File: config.mk
export PLATFORM = sky130hd
export DESIGN_NAME = statreg_guard
export DESIGN_NICKNAME = d
export VERILOG_FILES = /design/src/rtl/statreg_pkg.sv /design/src/rtl/statreg_ctrl.sv /design/src/rtl/statreg_dp.sv /design/src/rtl/statreg_guard.sv
export SDC_FILE = /design/constraint.sdc
export NUM_CORES = 1
export LEC_CHECK = 0
export ABC_AREA = 1
export BUFFER_PORTS_ARGS = -buffer_cell sky130_fd_sc_hd__buf_4
export CAP_MARGIN = 20
export CORE_AREA = 2 2 39 41
export CTS_CLUSTER_SIZE = 24
export DETAILED_ROUTE_END_ITERATION = 16
export DIE_AREA = 0 0 41 43
export PLACE_DENSITY = 0.69
export REMOVE_ABC_BUFFERS = 1
export SYNTH_ARGS = -nofsm -noshare
export SYNTH_HDL_FRONTEND = slang
export SYNTH_SLANG_ARGS = --single-unit
File: constraint.sdc
create_clock -name clk -period 2.9 [get_ports clk]
set_clock_uncertainty 0.2 [all_clocks]
set_input_delay 0.145 -clock clk [delete_from_list [all_inputs] [get_ports clk]]
set_output_delay 0.145 -clock clk [all_outputs]
set_load 0.005 [all_outputs]
File: src/rtl/statreg_pkg.sv
package statreg_pkg;

  localparam int STATUS_W = 8;
  localparam int P1_POS   = 3;
  localparam int P0_POS   = 2;
  localparam int EN_POS   = 1;
  localparam int BUSY_POS = 0;

  // strobes from control to datapath
  typedef struct packed {
    logic bpLoad;     // accepted status write this cycle
    logic cycleBusy;  // programming cycle in progress
    logic welBit;     // enable latch state
  } sr_strobe_t;

endpackage

File: src/rtl/statreg_ctrl.sv
module statreg_ctrl
  import statreg_pkg::*;
(
  input  logic       clk,
  input  logic       rstN,
  input  logic       softRst,
  input  logic       wpN,
  input  logic       welSet,
  input  logic       welClr,
  input  logic       wrsrCommit,
  input  logic       arrayCommit,
  input  logic       timerBusy,
  input  logic       inRegion,
  output sr_strobe_t stb,
  output logic       wrsrOk,
  output logic       arrayWrOk
);

  logic wel;
  logic wip;
  logic armed;
  logic gateOk;
  logic wrsrAcc;
  logic arrayAcc;
  logic cycleDone;
  logic welKill;

  // shared write gate: latch armed, idle, pin released
  assign gateOk    = wel & ~wip & wpN;
  assign wrsrOk    = gateOk;
  assign arrayWrOk = gateOk & ~inRegion;

  assign wrsrAcc   = wrsrCommit & wrsrOk;
  assign arrayAcc  = arrayCommit & arrayWrOk;

  // cycle ends once the timer has been seen busy and drops again
  assign cycleDone = wip & armed & ~timerBusy;

  assign welKill   = ~wpN | welClr | softRst | cycleDone;

  always_ff @(posedge clk or negedge rstN) begin
    if (!rstN) begin
      wel   <= 1'b0;
      wip   <= 1'b0;
      armed <= 1'b0;
    end else begin
      if (welKill)
        wel <= 1'b0;
      else if (welSet)
        wel <= 1'b1;

      if (cycleDone)
        wip <= 1'b0;
      else if (wrsrAcc | arrayAcc)
        wip <= 1'b1;

      if (cycleDone)
        armed <= 1'b0;
      else if (wip & timerBusy)
        armed <= 1'b1;
    end
  end

  always_comb begin
    stb           = '0;
    stb.bpLoad    = wrsrAcc;
    stb.cycleBusy = wip;
    stb.welBit    = wel;
  end

  // a low protect pin leaves the latch disarmed at the next edge
  a_r3_pin_low_disarms: assert property (@(posedge clk) disable iff (!rstN)
    !wpN |=> !wel);

  // clear has priority over a simultaneous set
  a_r3_clear_wins: assert property (@(posedge clk) disable iff (!rstN)
    (welSet && welClr) |=> !wel);

  // timer drop after a busy stretch ends the cycle and disarms the latch
  a_r4_cycle_ends: assert property (@(posedge clk) disable iff (!rstN)
    (wip && $past(wip) && $past(timerBusy) && !timerBusy) |=> (!wip && !wel));

  // no permit of either kind during a cycle
  a_r6_busy_refuses: assert property (@(posedge clk) disable iff (!rstN)
    wip |-> (!wrsrOk && !arrayWrOk));

  // a locked address never gets the array permit
  a_r7_region_blocks: assert property (@(posedge clk) disable iff (!rstN)
    inRegion |-> !arrayWrOk);

endmodule

File: src/rtl/statreg_dp.sv
module statreg_dp
  import statreg_pkg::*;
#(
  parameter int ADDR_W = 9
) (
  input  logic                clk,
  input  logic                rstN,
  input  sr_strobe_t          stb,
  input  logic [STATUS_W-1:0] wrsrData,
  input  logic [ADDR_W-1:0]   tgtAddr,
  output logic [STATUS_W-1:0] statusByte,
  output logic                inRegion
);

  localparam int MSB = ADDR_W - 1;

  logic [1:0] bpReg;   // working protect code
  logic [1:0] bpHeld;  // snapshot shown during a cycle
  logic [1:0] bpView;
  logic       hitHalf;
  logic       hitQuarter;

  always_ff @(posedge clk or negedge rstN) begin
    if (!rstN) begin
      bpReg  <= 2'b00;
      bpHeld <= 2'b00;
    end else begin
      if (stb.bpLoad)
        bpReg <= {wrsrData[P1_POS], wrsrData[P0_POS]};
      if (!stb.cycleBusy)
        bpHeld <= bpReg;
    end
  end

  assign bpView = stb.cycleBusy ? bpHeld : bpReg;

  always_comb begin
    statusByte           = '1;
    statusByte[P1_POS]   = bpView[1];
    statusByte[P0_POS]   = bpView[0];
    statusByte[EN_POS]   = stb.welBit;
    statusByte[BUSY_POS] = stb.cycleBusy;
  end

  // region decode from the top address bits
  generate
    if (ADDR_W >= 2) begin : g_wide
      assign hitHalf    = tgtAddr[MSB];
      assign hitQuarter = tgtAddr[MSB] & tgtAddr[MSB-1];
    end else begin : g_narrow
      assign hitHalf    = tgtAddr[MSB];
      assign hitQuarter = tgtAddr[MSB];
    end
  endgenerate

  always_comb begin
    unique case (bpReg)
      2'b00:   inRegion = 1'b0;
      2'b01:   inRegion = hitQuarter;
      2'b10:   inRegion = hitHalf;
      default: inRegion = 1'b1;
    endcase
  end

  // protect readback frozen across a running cycle
  a_r5_frozen_readback: assert property (@(posedge clk) disable iff (!rstN)
    (stb.cycleBusy && $past(stb.cycleBusy)) |->
      (statusByte[P1_POS:P0_POS] == $past(statusByte[P1_POS:P0_POS])));

  // protect code moves only on an accepted status write
  a_r2_load_only: assert property (@(posedge clk) disable iff (!rstN)
    !stb.bpLoad |=> (bpReg == $past(bpReg)));

  // control only loads the code while idle
  a_r6_load_idle: assert property (@(posedge clk) disable iff (!rstN)
    stb.bpLoad |-> !stb.cycleBusy);

  // upper nibble of readback is fixed high
  always_comb begin
    if (rstN) a_r1_top_ones: assert (statusByte[7:4] == 4'hF);
  end

endmodule

File: src/rtl/statreg_guard.sv
module statreg_guard
  import statreg_pkg::*;
#(
  parameter int ADDR_W = 9
) (
  input  logic              clk,
  input  logic              rstN,
  input  logic              softRst,
  input  logic              wpN,
  input  logic              welSet,
  input  logic              welClr,
  input  logic              wrsrCommit,
  input  logic [7:0]        wrsrData,
  input  logic              arrayCommit,
  input  logic              timerBusy,
  input  logic [ADDR_W-1:0] tgtAddr,
  output logic [7:0]        statusByte,
  output logic              wrsrOk,
  output logic              arrayWrOk
);

  sr_strobe_t stb;
  logic       inRegion;

  statreg_ctrl u_ctrl (
    .clk         (clk),
    .rstN        (rstN),
    .softRst     (softRst),
    .wpN         (wpN),
    .welSet      (welSet),
    .welClr      (welClr),
    .wrsrCommit  (wrsrCommit),
    .arrayCommit (arrayCommit),
    .timerBusy   (timerBusy),
    .inRegion    (inRegion),
    .stb         (stb),
    .wrsrOk      (wrsrOk),
    .arrayWrOk   (arrayWrOk)
  );

  statreg_dp #(.ADDR_W(ADDR_W)) u_dp (
    .clk        (clk),
    .rstN       (rstN),
    .stb        (stb),
    .wrsrData   (wrsrData),
    .tgtAddr    (tgtAddr),
    .statusByte (statusByte),
    .inRegion   (inRegion)
  );

endmodule

==> flow_summary_export.csv, run 1 <==
group,metric,value,unit
status,status,"finished, final reports clean",
worst_setup_path,end_kind,"register",
die,die_h,43,um
global_routing,grt_max_degree,11,
yosys,synthArstFlopShare,100,%
sta,grt_setup_unrepaired,"no",
yosys,synth_top_family_by_area,"simple AND/OR/NAND/NOR gates",
clock_network,clock_latency,0.25,ns
yosys,synth_simple_gate_area_share,26.3,%
yosys,ys_seq_area_share,44.3,%
yosys,synth_top_area_share,44.3,%
cells_and_area,drive_gt1_share,36.6,%
detailed_routing,viasPerCell,4.08,
cells_and_area,finalCoreUtilization,44.2,%
yosys,synthXorXnorAreaFrac,0,%
die,fp.dieArea,1760,sq um
clock_network,cts_made_buffers,3,
detailed_routing,drt_iter0_drc,3,
yosys,ys.flop_type,"dfrtp_1",
power_and_ir_drop,peakVddDrop,286,uV
worst_setup_path,crit_chain,"dlygate4sd3_1 -> buf_4 -> nor3b_2 -> dlygate4sd3_1 -> o21ai_0 -> dlygate4sd3_1 -> nor2_1",
yosys,synth_edf_count,0,
global_routing,antenna_found_initial,0,
worst_setup_path,critPathMaxStageDelay,0.56,ns
worst_setup_path,critPathArrivalTime,2.23,ns
yosys,netlist_area,395,sq um
detailed_routing,drc,0,
worst_setup_path,startpoint_type,"primary input",
placed_design,gp_congestion,0.707,
global_routing,grt.total_usage,11.0,%
sta,final-hold-violation-count,0,
detailed_routing,vias,355,
sta,period_share,77.5,%
placed_design,dp_slack,1.58,ns
yosys,yosys-top-cells-count,"dfrtp_1, nand2_1, buf_4",
detailed_routing,dr.pass1.iters,4,
clock_network,cts_htree_levels,1,
clock_network,cts_tree,"built",
power_and_ir_drop,power_leakage,0.000316,uW
yosys,synthAdderAreaFrac,0,%
global_routing,grt_pass1_wl,1.23,mm
yosys,ys_types,15,
placed_design,io_buffers,18,
worst_setup_path,critPathKind,"in2reg",
die,die-width,41,um
flow_run,drv_cap,0,
global_routing,grt_pass1_vias,311,
worst_setup_path,critical_path_required,2.88,ns
yosys,syn_area_per_cell,8.79,sq um
die,core,1380,sq um
sta,hold_ws,0.0132,ns
clock_network,clkTransAtPathRegs,0.05,ns
clock_network,cts.sinks,7,
detailed_routing,ant_nets,0,
worst_hold_path,hold_class,"in2reg",
cells_and_area,fin_nets,98,
yosys,synth_top_cell_by_area,"dfrtp_1",
detailed_routing,drt_wl_total,763,um
sta,drv_slew,0,
yosys,ys_warn_count,0,
placed_design,dp_hpwl,547,um
clock_network,postCtsSetupRepairBufs,0,
cells_and_area,n_fill_cell,143,
yosys,ys_ff_latch,7,
die,start_util,28.6,%
clock_network,post_cts_resized,0,
cells_and_area,final-seq-area,175,sq um
clock_network,cts_max_path_buffers,2,
sta,fmaxAchievable,445,MHz
worst_setup_path,crit_fanout,1,
sta,setup_slack,0.652,ns
sta,period_minus_slack,2.25,ns
yosys,synthTopCellsByArea,"dfrtp_1, buf_4, nand2_1, a21oi_1, nor2_8",
sta,tns,0,ns
cells_and_area,n_antenna_cell,0,
cells_and_area,multi_input_area,160,sq um
yosys,synth_compound_area_share,10.4,%
sta,setup_violations,0,
detailed_routing,routedWlPerCell,8.77,um
yosys,synthMuxAreaShare,0,%
die,num_rows,14,
die,io_pins,36,
cells_and_area,syn_to_final_growth,54.7,%
global_routing,grt_remaining_overflow,0,
worst_setup_path,crit_path_frequent_cell,"dlygate4sd3_1",
yosys,postSynthCellCount,45,
clock_network,root_buffer,"clkbuf_4",
power_and_ir_drop,power_density,619,nW/um^2
worst_setup_path,critPathSlowestCell,"dlygate4sd3_1",
report_power, final:
group | total, uW | switching (uW) | internal, uW | leakage, uW
sequential | 165 | 32.9 | 132 | 0.0000790
clock | 88.2 | 35.8 | 52.5 | 0.0000150
combinational | 125 | 53.3 | 71.9 | 0.000222
metrics by stage:
stage / instances / area, sq um / total power (uW)
6_report: 87 / 612 / 379
5_1_grt: 87 / 612 / 411
3_5_place_dp: 75 / 505 / 287
2_1_floorplan: 41 / 350 / 218
4_1_cts: 87 / 612 / 386
3_3_place_gp: 75 / 505 / 284
logic make-up (layout without fill, tap and decap cells):
family	after synthesis	after routing
simple gates	18	18
buf+inv	11	34
compound gates	8	8
flops	7	7
other cells	1	4
layout make-up:
type / count / area share [%]
Clock buffer: 4 / 4.29
Sequential cell: 7 / 28.6
Multi-Input combinational cell: 30 / 26.2
Tap cell: 16 / 3.27
Inverter: 4 / 2.45
Timing Repair Buffer: 26 / 35.2
flip-flops by register name, summed over array words and instances (netlist names):
| register | count |
|---|---|
| u_ctrl.wel | 1 |
| u_ctrl.wip | 1 |
| u_ctrl.armed | 1 |
| u_dp.bpHeld | 2 |
| u_dp.bpReg | 2 |
repair_timing:
action                                 4_1_cts  5_1_grt
endpoints found under the hold margin       12        0
setup endpoints to repair                    0        0
hold buffers                                 8        0
metal layers:
layer  track usage, %  vias to the layer above  wire, um
li1                 -                      184         -
met1             12.9                      156       333
met2             14.1                       13       358
met3             3.66                        2        62
met4             12.0                        0         8
met5                0                        -         0
cells in the final DEF (no fill, tap or decap), types with 2 or more instances in the layout:
master	count
buf_4	18
dlygate4sd3_1	8
nand2_1	7
dfrtp_1	7
inv_1	4
nor2_1	4
a21oi_1	4
conb_1	4
o21ai_0	3
clkbuf_4	3
nand2_2	2
nand3_1	2
critical path, delay by kind of cell:
kind                   cells  cell delay (ns)
buffers and inverters      4             1.78
AND/OR/NAND/NOR            2             0.23
AO/OA/AOI/OAI              1             0.07
final timing paths:
path	end	from	slack [ns]	depth (start not counted)
max in group asynchronous	u_ctrl.wel	rstN	2.34	2
setup reg to reg	u_ctrl.wel	u_ctrl.wel	1.42	3
setup / recovery	u_ctrl.wel	welClr	0.65	7
hold reg to reg	u_dp.bpHeld[1]	u_dp.bpHeld[1]	0.31	2
hold / removal	u_dp.bpReg[0]	wrsrCommit	0.01	3
min in group asynchronous	u_dp.bpHeld[1]	rstN	0.04	2
(Power assumes the default switching activity.)
==> run 2: changes to the inputs <==
clock period = 2.4 ns   (was 2.9 ns; I/O delays follow)
==> flow_summary_export.csv, run 2 (synthesis results as in run 1) <==
group,metric,value,unit
power_and_ir_drop,seqPwrFrac,42.3,%
sta,final-hold-violation-count,0,
placed_design,gp_congestion,0.707,
placed_design,io_buffers,18,
cells_and_area,top_regs,"u_dp.bpHeld: 2 flops, u_dp.bpReg: 2 flops",
sta,period_share,95.1,%
status,status,"finished, final reports clean",
detailed_routing,dr.pass1.iters,4,
clock_network,cts_max_path_buffers,2,
detailed_routing,drt_wl_total,818,um
sta,grt_setup_unrepaired,"no",
sta,tns,0,ns
cells_and_area,n_antenna_cell,0,
cells_and_area,syn_to_final_growth,62.7,%
die,die_h,43,um
global_routing,grt_pass1_vias,341,
worst_setup_path,ff2ff_path_depth,6,
sta,drv_slew,0,
cells_and_area,layout_commonest_cell,"buf_4",
die,num_rows,14,
global_routing,grt_max_degree,11,
cells_and_area,drive_gt1_share,36.5,%
clock_network,cts.sinks,7,
sta,fmaxAchievable,438,MHz
power_and_ir_drop,clkPwrFrac,22.6,%
power_and_ir_drop,power_leakage,0.000326,uW
worst_setup_path,critPathKind,"reg2reg",
detailed_routing,ant_nets,0,
cells_and_area,stdcell_count,90,
die,start_util,28.6,%
die,fp.dieArea,1760,sq um
cells_and_area,fin_nets,101,
clock_network,root_buffer,"clkbuf_4",
global_routing,grt.total_usage,11.8,%
worst_setup_path,critPathArrivalTime,2.21,ns
clock_network,postCtsSetupRepairBufs,0,
clock_network,clock_latency,0.25,ns
cells_and_area,most-common-layout-cells,"buf_4, dlygate4sd3_1, nand2_1",
detailed_routing,viasPerCell,4.09,
detailed_routing,drc,0,
sta,hold_ws,0.00840,ns
detailed_routing,drt_iter0_drc,4,
worst_setup_path,crit_fanout,10,
flow_run,drv_cap,0,
sta,period_minus_slack,2.28,ns
clock_network,clkTransAtPathRegs,0.05,ns
power_and_ir_drop,p_int,324,uW
worst_setup_path,startpoint_type,"register",
global_routing,antenna_found_initial,0,
detailed_routing,routedWlPerCell,9.09,um
cells_and_area,finalCoreUtilization,46.5,%
clock_network,cts_tree,"built",
clock_network,cts_made_buffers,3,
worst_setup_path,critical_path_required,2.33,ns
power_and_ir_drop,power_density,741,nW/um^2
die,io_pins,36,
sta,setup_violations,0,
die,core,1380,sq um
global_routing,grt_pass1_wl,1.32,mm
power_and_ir_drop,netSwitchingFraction,31.9,%
worst_hold_path,hold_class,"in2async",
placed_design,dp_hpwl,547,um
worst_setup_path,end_kind,"register",
detailed_routing,vias,368,
power_and_ir_drop,peakVddDrop,355,uV
power_and_ir_drop,combinationalPowerShare,35.1,%
placed_design,dp_cells,75,
global_routing,grt_remaining_overflow,0,
power_and_ir_drop,p_switching,152,uW
die,die-width,41,um
clock_network,cts_htree_levels,1,
-- run 2: power by group through the flow --
stage	logic [uW]	clock network, uW	registers, uW
final	167	108	202
after global placement	142	0	201
after global routing	186	120	209
after floorplan	67.4	0	197
after detailed placement	144	0	202
after CTS	168	112	201
-- run 2: worst paths after layout --
kind                                start        endpoint  slack, ns
min in group clk               wrsrCommit      u_ctrl.wip       0.01
min reg2reg                u_dp.bpHeld[0]  u_dp.bpHeld[0]       0.30
max                            u_ctrl.wip   u_dp.bpReg[0]       0.12
min                                  rstN  u_dp.bpHeld[1]      0.008
max in group asynchronous            rstN      u_ctrl.wip       1.85
max reg2reg                    u_ctrl.wip   u_dp.bpReg[0]       0.12
-- run 2: cell type report --
class                      count  area [sq um]
fill                         140           741
timing repair buffer          29           245
sequential                     7           176
multi-input combinational     30           160
clock buffer                   4          26.3
tap                           16          20.0
inverter                       4          15.0
-- run 2: metrics by stage --
step	total power [uW]	area, sq um	setup slack (ns)
4_1_cts	481	642	0.0791
6_report	476	643	0.117
5_1_grt	515	643	0.0571
2_1_floorplan	264	350	1.24
3_3_place_gp	343	505	1.11
3_5_place_dp	346	505	1.11
-- run 2: critical path, stage by stage (launching register included) --
cell           delay (ns)
dfrtp_2              0.49
nor2_8               0.15
nand2_2              0.08
nor2_1               0.08
dlygate4sd3_1        0.55
a21oi_1              0.04
dlygate4sd3_1        0.56
-- run 2: metal layers --
metal  up-vias  global-route usage (%)  part of all wire, %
li1        190                       -                    -
met1       160                    13.2                   41
met2        16                    15.9                   49
met3         2                    3.66                  9.3
met4         0                    12.0                 0.98
met5         -                       0                    0
-- run 2: what timing repair did --
action | in CTS | in global routing
hold buffers | 11 | 0
endpoints found under the hold margin | 12 | 0
endpoints found under the setup margin | 0 | 1
gates resized for setup | 0 | 1
